[config.mk]
export PLATFORM = sky130hd
export DESIGN_NAME = bootrom_loader
export DESIGN_NICKNAME = d
export VERILOG_FILES = /design/src/rtl/bootld_pkg.sv /design/src/rtl/bootld_seq.sv /design/src/rtl/bootld_packer.sv /design/src/rtl/bootrom_loader.sv
export SDC_FILE = /design/constraint.sdc
export NUM_CORES = 1
export LEC_CHECK = 0
export BUFFER_PORTS_ARGS = -buffer_cell sky130_fd_sc_hd__buf_2
export CORE_UTILIZATION = 40
export DETAILED_ROUTE_END_ITERATION = 10
export PLACE_DENSITY_LB_ADDON = 0.08
export SYNTH_ARGS = -nofsm -noshare
export SYNTH_HDL_FRONTEND = slang
export SYNTH_SLANG_ARGS = --single-unit
[constraint.sdc]
create_clock -name clk -period 1.9 [get_ports clk]
set_clock_uncertainty 0.15 [all_clocks]
set_input_delay 0.57 -clock clk [delete_from_list [all_inputs] [get_ports clk]]
set_output_delay 0.57 -clock clk [all_outputs]
set_load 0.02 [all_outputs]
[src/rtl/bootld_pkg.sv]
package bootld_pkg;

    localparam int LANES  = 4;
    localparam int BYTE_W = 8;
    localparam int WORD_W = LANES * BYTE_W;

    typedef enum logic [1:0] {
        BL_HOLD  = 2'd0,
        BL_FETCH = 2'd1,
        BL_RUN   = 2'd2
    } bl_state_e;

    typedef struct packed {
        logic                  vld;
        logic [1:0]            lane;
        logic [BYTE_W-1:0]     data;
    } byte_beat_t;

    function automatic logic [1:0] lane_of(input logic [1:0] low_bits);
        return low_bits;
    endfunction

endpackage

[src/rtl/bootld_seq.sv]
module bootld_seq
    import bootld_pkg::*;
#(
    parameter int ADDR_W   = 24,
    parameter int WORDS    = 256,
    parameter int WAIT_CYC = 2,
    localparam int BYTES   = WORDS * LANES,
    localparam int BC_W    = $clog2(BYTES),
    localparam int IDX_W   = $clog2(WORDS),
    localparam int WCNT_W  = $clog2(WAIT_CYC + 2)
) (
    input  logic               clk,
    input  logic               rst,
    input  logic               strap,
    input  logic [BYTE_W-1:0]  rom_data,
    output logic [ADDR_W-1:0]  rom_addr,
    output logic               rom_cs_n,
    output byte_beat_t         beat,
    output logic [IDX_W-1:0]   word_idx,
    output logic               start,
    output logic               run,
    output logic               idle
);

    bl_state_e          state_q;
    logic [BC_W-1:0]    byte_q;
    logic [WCNT_W-1:0]  wait_q;
    logic               start_q;
    logic               sample;
    logic               last_byte;

    assign sample    = (state_q == BL_FETCH) && (wait_q == WCNT_W'(WAIT_CYC));
    assign last_byte = (byte_q == BC_W'(BYTES - 1));

    always_ff @(posedge clk) begin
        if (rst) begin
            state_q <= strap ? BL_HOLD : BL_FETCH;
            byte_q  <= '0;
            wait_q  <= '0;
            start_q <= 1'b0;
        end else begin
            start_q <= 1'b0;
            case (state_q)
                BL_FETCH: begin
                    if (sample) begin
                        wait_q <= '0;
                        byte_q <= byte_q + 1'b1;
                        if (last_byte) begin
                            state_q <= BL_RUN;
                            start_q <= 1'b1;
                        end
                    end else begin
                        wait_q <= wait_q + 1'b1;
                    end
                end
                default: ;
            endcase
        end
    end

    assign rom_addr  = {{(ADDR_W-BC_W){1'b0}}, byte_q};
    assign rom_cs_n  = rst || (state_q != BL_FETCH);
    assign beat.vld  = sample;
    assign beat.lane = lane_of(byte_q[1:0]);
    assign beat.data = rom_data;
    assign word_idx  = byte_q[BC_W-1:2];
    assign start     = start_q;
    assign run       = (state_q == BL_RUN);
    assign idle      = (state_q == BL_HOLD);


    addr_hold_chk: assert property (@(posedge clk) disable iff (rst)
        (!rom_cs_n && !sample) |=> $stable(rom_addr));


    cs_vs_run_chk: assert property (@(posedge clk) disable iff (rst)
        !rom_cs_n |-> !run);


    start_width_chk: assert property (@(posedge clk) disable iff (rst)
        start |=> !start);

endmodule

[src/rtl/bootld_packer.sv]
module bootld_packer
    import bootld_pkg::*;
#(
    parameter int WORDS  = 256,
    localparam int IDX_W = $clog2(WORDS)
) (
    input  logic               clk,
    input  logic               rst,
    input  byte_beat_t         beat,
    input  logic [IDX_W-1:0]   word_idx,
    output logic               word_vld,
    output logic [IDX_W-1:0]   word_addr,
    output logic [WORD_W-1:0]  word_data
);

    logic [BYTE_W-1:0] lane_q [LANES-1];
    logic [WORD_W-1:0] packed_w;

    for (genvar g = 0; g < LANES - 1; g++) begin : g_lane
        always_ff @(posedge clk) begin
            if (rst)
                lane_q[g] <= '0;
            else if (beat.vld && beat.lane == 2'(g))
                lane_q[g] <= beat.data;
        end
        assign packed_w[g*BYTE_W +: BYTE_W] = lane_q[g];
    end
    assign packed_w[(LANES-1)*BYTE_W +: BYTE_W] = beat.data;

    always_ff @(posedge clk) begin
        if (rst) begin
            word_vld  <= 1'b0;
            word_addr <= '0;
            word_data <= '0;
        end else begin
            word_vld <= beat.vld && (beat.lane == 2'(LANES - 1));
            if (beat.vld && (beat.lane == 2'(LANES - 1))) begin
                word_addr <= word_idx;
                word_data <= packed_w;
            end
        end
    end


    we_single_chk: assert property (@(posedge clk) disable iff (rst)
        word_vld |=> !word_vld);

endmodule

[src/rtl/bootrom_loader.sv]
module bootrom_loader
    import bootld_pkg::*;
#(
    parameter int ADDR_W   = 24,
    parameter int WORDS    = 256,
    parameter int WAIT_CYC = 2,
    localparam int IDX_W   = $clog2(WORDS)
) (
    input  logic               clk,
    input  logic               rst,
    input  logic               boot_sel,
    output logic [ADDR_W-1:0]  rom_addr,
    output logic               rom_cs_n,
    input  logic [7:0]         rom_data,
    output logic               imem_we,
    output logic [IDX_W-1:0]   imem_addr,
    output logic [31:0]        imem_wdata,
    output logic               core_start,
    output logic               core_run,
    output logic [31:0]        core_entry_pc
);

    byte_beat_t        beat;
    logic [IDX_W-1:0]  word_idx;
    logic              boot_idle;

    bootld_seq #(
        .ADDR_W   (ADDR_W),
        .WORDS    (WORDS),
        .WAIT_CYC (WAIT_CYC)
    ) u_seq (
        .clk      (clk),
        .rst      (rst),
        .strap    (boot_sel),
        .rom_data (rom_data),
        .rom_addr (rom_addr),
        .rom_cs_n (rom_cs_n),
        .beat     (beat),
        .word_idx (word_idx),
        .start    (core_start),
        .run      (core_run),
        .idle     (boot_idle)
    );

    bootld_packer #(
        .WORDS (WORDS)
    ) u_pack (
        .clk       (clk),
        .rst       (rst),
        .beat      (beat),
        .word_idx  (word_idx),
        .word_vld  (imem_we),
        .word_addr (imem_addr),
        .word_data (imem_wdata)
    );

    assign core_entry_pc = 32'h0000_0000;


    start_on_last_chk: assert property (@(posedge clk) disable iff (rst)
        core_start |-> (imem_we && imem_addr == IDX_W'(WORDS - 1)));


    idle_quiet_chk: assert property (@(posedge clk) disable iff (rst)
        boot_idle |-> (rom_cs_n && !imem_we && !core_start));

endmodule

==> results by group <==
Power
  – Total net switching power: 0.748 mW
  – Leak Pwr: 1.70 nW
  – Proportion of power drawn by flip-flops and latches: 0.552
  – Internal power component: 2.51 mW
  – Share of total power in combinational logic: 0.059
  – Power per standard cell area: 792 mW/mm²
  – Clock power frac: 0.389
  – Net switching fraction of the power: 0.230
  – Worst supply voltage drop on vdd: 0.590 mV

Global route
  – Grt met2 use: 0.287
  – Overall global routing resource usage: 0.182
  – Initial antenna violation count: 0
  – Remaining global-route overflow: 0
  – Most heavily used metal layer in global routing: met2
  – Pin count of the biggest net entering global routing: 39
  – Global Route met1 Usage: 0.248
  – Global routing met3 resource utilization: 0.0490
  – First-pass GRT wire length: 12.7 mm
  – Number of global-route vias before repair: 2,461

STA
  – Max frequency: 532 MHz
  – Shortest clock period the worst path allows after layout: 1.88 ns
  – RSZ-0062 raised after global routing: true
  – Hold Fails Final Rpt: 0
  – Final clock period utilization by the worst path: 0.990
  – Count of final max-slew check failures: 0
  – Setup-failing EPs final: 0
  – Worst hold slack: 0.322 ns

Setup path
  – Required time at the endpoint of the critical path: 1.18 ns
  – Type of element launching the critical path: flip-flop
  – Worst endpoint data arrival time: 1.16 ns
  – Slowest cell on the critical path: sky130_fd_sc_hd__edfxtp_1
  – Endpoint class of the critical path: output port
  – WS Path Type: flip-flop to output port
  – Ordered cell list for the critical path: nor2b_2 -> nand2_1 -> buf_6
  – Largest stage delay on the critical path: 0.42 ns
  – Crit path max fanout: 3

Die
  – Ports placed on the boundary: 111
  – Height of the die: 96.1 µm
  – Placeable core region: 0.00838 mm²
  – Horizontal die dimension: 96.1 µm
  – Die Footprint: 0.00923 mm²
  – Starting Density: 0.422
  – Row cnt: 33

Logic synthesis
  – Cell types with the largest area share after synthesis: sky130_fd_sc_hd__dfxtp_1 (31%), sky130_fd_sc_hd__edfxtp_1 (22%), sky130_fd_sc_hd__buf_4 (10%), sky130_fd_sc_hd__a21oi_1 (6.9%), sky130_fd_sc_hd__nand3_1 (5.9%)
  – Number of register bits inferred by synthesis: 80
  – Cell accounting for the most synthesized area: sky130_fd_sc_hd__dfxtp_1
  – Sequential share of the synthesized area: 0.526
  – Warnings from Yosys: 0
  – Unique cell type count in the Yosys netlist: 32
  – Mean cell area of the mapped netlist: 9.57 µm²
  – Cell area after technology mapping: 0.00354 mm²
  – Top-area cell type share of the netlist area: 0.305
  – Synthesized instance count: 370

Run
  – Max Cap Viol: 0

Placement
  – Area after detailed placement: 0.00387 mm²
  – Placed Cells: 533
  – IO buf count: 64
  – HPWL after DPL: 5.42 mm
  – Routability congestion estimate from global placement: 0.721

Clock network
  – Worst skew pair latency: 0.34 ns
  – Maximum root-to-sink buffer count: 2
  – Clock Tree Root: sky130_fd_sc_hd__clkbuf_8
  – Maximum level of the CTS H-tree: 3
  – Hold_buf cts: 0
  – TritonCTS Sinks: 80
  – Clock transition at the registers of the reported paths: 0.08 ns
  – TritonCTS clock tree: built
  – Total CTS buffers: 9

Hold path
  – Class of the worst hold path: flip-flop to flip-flop

Cells and area
  – Proportion of layout cells with a drive suffix above 1: 0.239
  – Utilization after layout: 0.491
  – Antenna fix cells: 0
  – Commonest cells after routing, fill and taps aside: sky130_fd_sc_hd__buf_2 (63), sky130_fd_sc_hd__dfxtp_1 (54), sky130_fd_sc_hd__a21oi_1 (49)
  – Fill cells: 852
  – Finished Layout Cells: 552
  – Cell area after layout: 0.00412 mm²
  – Most common library cell in the layout ignoring fill and taps: sky130_fd_sc_hd__buf_2
  – Area growth syn-to-layout: 16.3%
  – NumNets Final: 457

Drt
  – Vias per cell: 4.92
  – Iteration-0 DRC count of the detailed router: 115
  – Routed Antenna Nets: 0
  – Detail-routed net length per standard cell: 14.0 µm
  – Post-route DRC: 0
  – Total routed wirelength: 7.74 mm
  – Routed via count: 2,716
  – Number of iterations in the first detailed-routing pass: 4

Status
  – Result of the run: complete, no violations
## critical path: cells and delay by family (launching register included)
| kind | cells | cell delay (ns) |
|---|---|---|
| simple gates | 2 | 0.27 |
| buf+inv | 1 | 0.13 |
| flops | 1 | 0.42 |
## state kept, by name (all words and copies together), names as in the netlist
name / flops
u_seq.byte_q: 10
u_pack.lane_q: 24
u_seq.start: 1
u_seq.state_q: 2
imem_wdata: 24
u_pack.word_addr: 8
u_pack.word_vld: 1
u_seq.wait_q: 2
u_pack.word_data: 8
## metrics by stage
step	total power [mW]	setup slack (ns)	TNS, ns
2_1_floorplan	2.04	0.0416	0
3_3_place_gp	2.02	0.163	0
3_5_place_dp	2.02	0.125	0
4_1_cts	3.30	-0.0167	-0.0167
5_1_grt	3.39	-0.0393	-0.0715
6_report	3.26	0.0194	0
## cell families (layout without fill, tap and decap cells)
| kind of cell | after synthesis | count (layout) | share of synthesized area |
|---|---|---|---|
| multiplexers | 3 | 3 | 0.00919 |
| AO/OA/AOI/OAI | 96 | 96 | 0.139 |
| other | 1 | 46 | 0.00106 |
| buffers and inverters | 76 | 108 | 0.132 |
| flip-flops | 80 | 80 | 0.526 |
| adder cells (fa/ha/maj) | 4 | 4 | 0.0141 |
| AND/OR/NAND/NOR | 110 | 110 | 0.178 |
## final timing paths
kind	from	end	slack, ns	depth (start not counted)
setup / recovery	u_seq.state_q[1]	rom_cs_n	0.02	3
hold / removal	u_pack.word_data[29]	u_pack.word_data[29]	0.32	2
setup reg to reg	u_seq.state_q[1]	u_seq.state_q[0]	0.10	4
hold reg to reg	u_pack.word_data[29]	u_pack.word_data[29]	0.32	2
## power groups by stage
stage | Combinational, mW | Clock [mW] | Sequential [mW]
after CTS | 0.192 | 1.31 | 1.80
after detailed placement | 0.181 | 0 | 1.84
after global routing | 0.215 | 1.37 | 1.80
after global placement | 0.180 | 0 | 1.84
final | 0.193 | 1.27 | 1.80
after floorplan | 0.205 | 0 | 1.84
## what timing repair did
item | 4_1_cts | 5_1_grt
setup buffers | 3 | 0
setup endpoints to repair | 1 | 10
pin swaps | 1 | 1
gates resized for setup | 3 | 3
## synth_stat cells, drive strengths merged
master / n
dfxtp: 54
nor3b: 1
nand3b: 3
mux2i: 1
nand4: 1
and3: 4
nor2: 5
inv: 6
and2: 24
o21ai: 42
edfxtp: 26
a21o: 1
nor2b: 4
a21oi: 49
nor3: 1
or3: 2
or2b: 1
or2: 1
o31ai: 4
clkbuf: 17
nand4bb: 1
buf: 53
or4: 4
ha: 4
and4bb: 1
mux2: 2
nand2: 12
nand3: 42
conb: 1
nor4: 3
## metal layers
metal | wire, µm | part of all wire
met5 | 0 | 0
met4 | 66 | 0.0085
met3 | 370 | 0.048
met2 | 3700 | 0.48
met1 | 3600 | 0.47
## area by class of cell
type / count / area, µm² / share of cell area
repair buffers: 86 / 504 / 0.123
inverters: 6 / 22.5 / 0.00547
well taps: 105 / 131 / 0.0319
flip-flops and latches: 80 / 1860 / 0.452
clock buffers: 13 / 160 / 0.0389
clock inverters: 3 / 38.8 / 0.00943
multi-input cells: 259 / 1400 / 0.339
No activity file was read; power rests on OpenSTA's default activity.
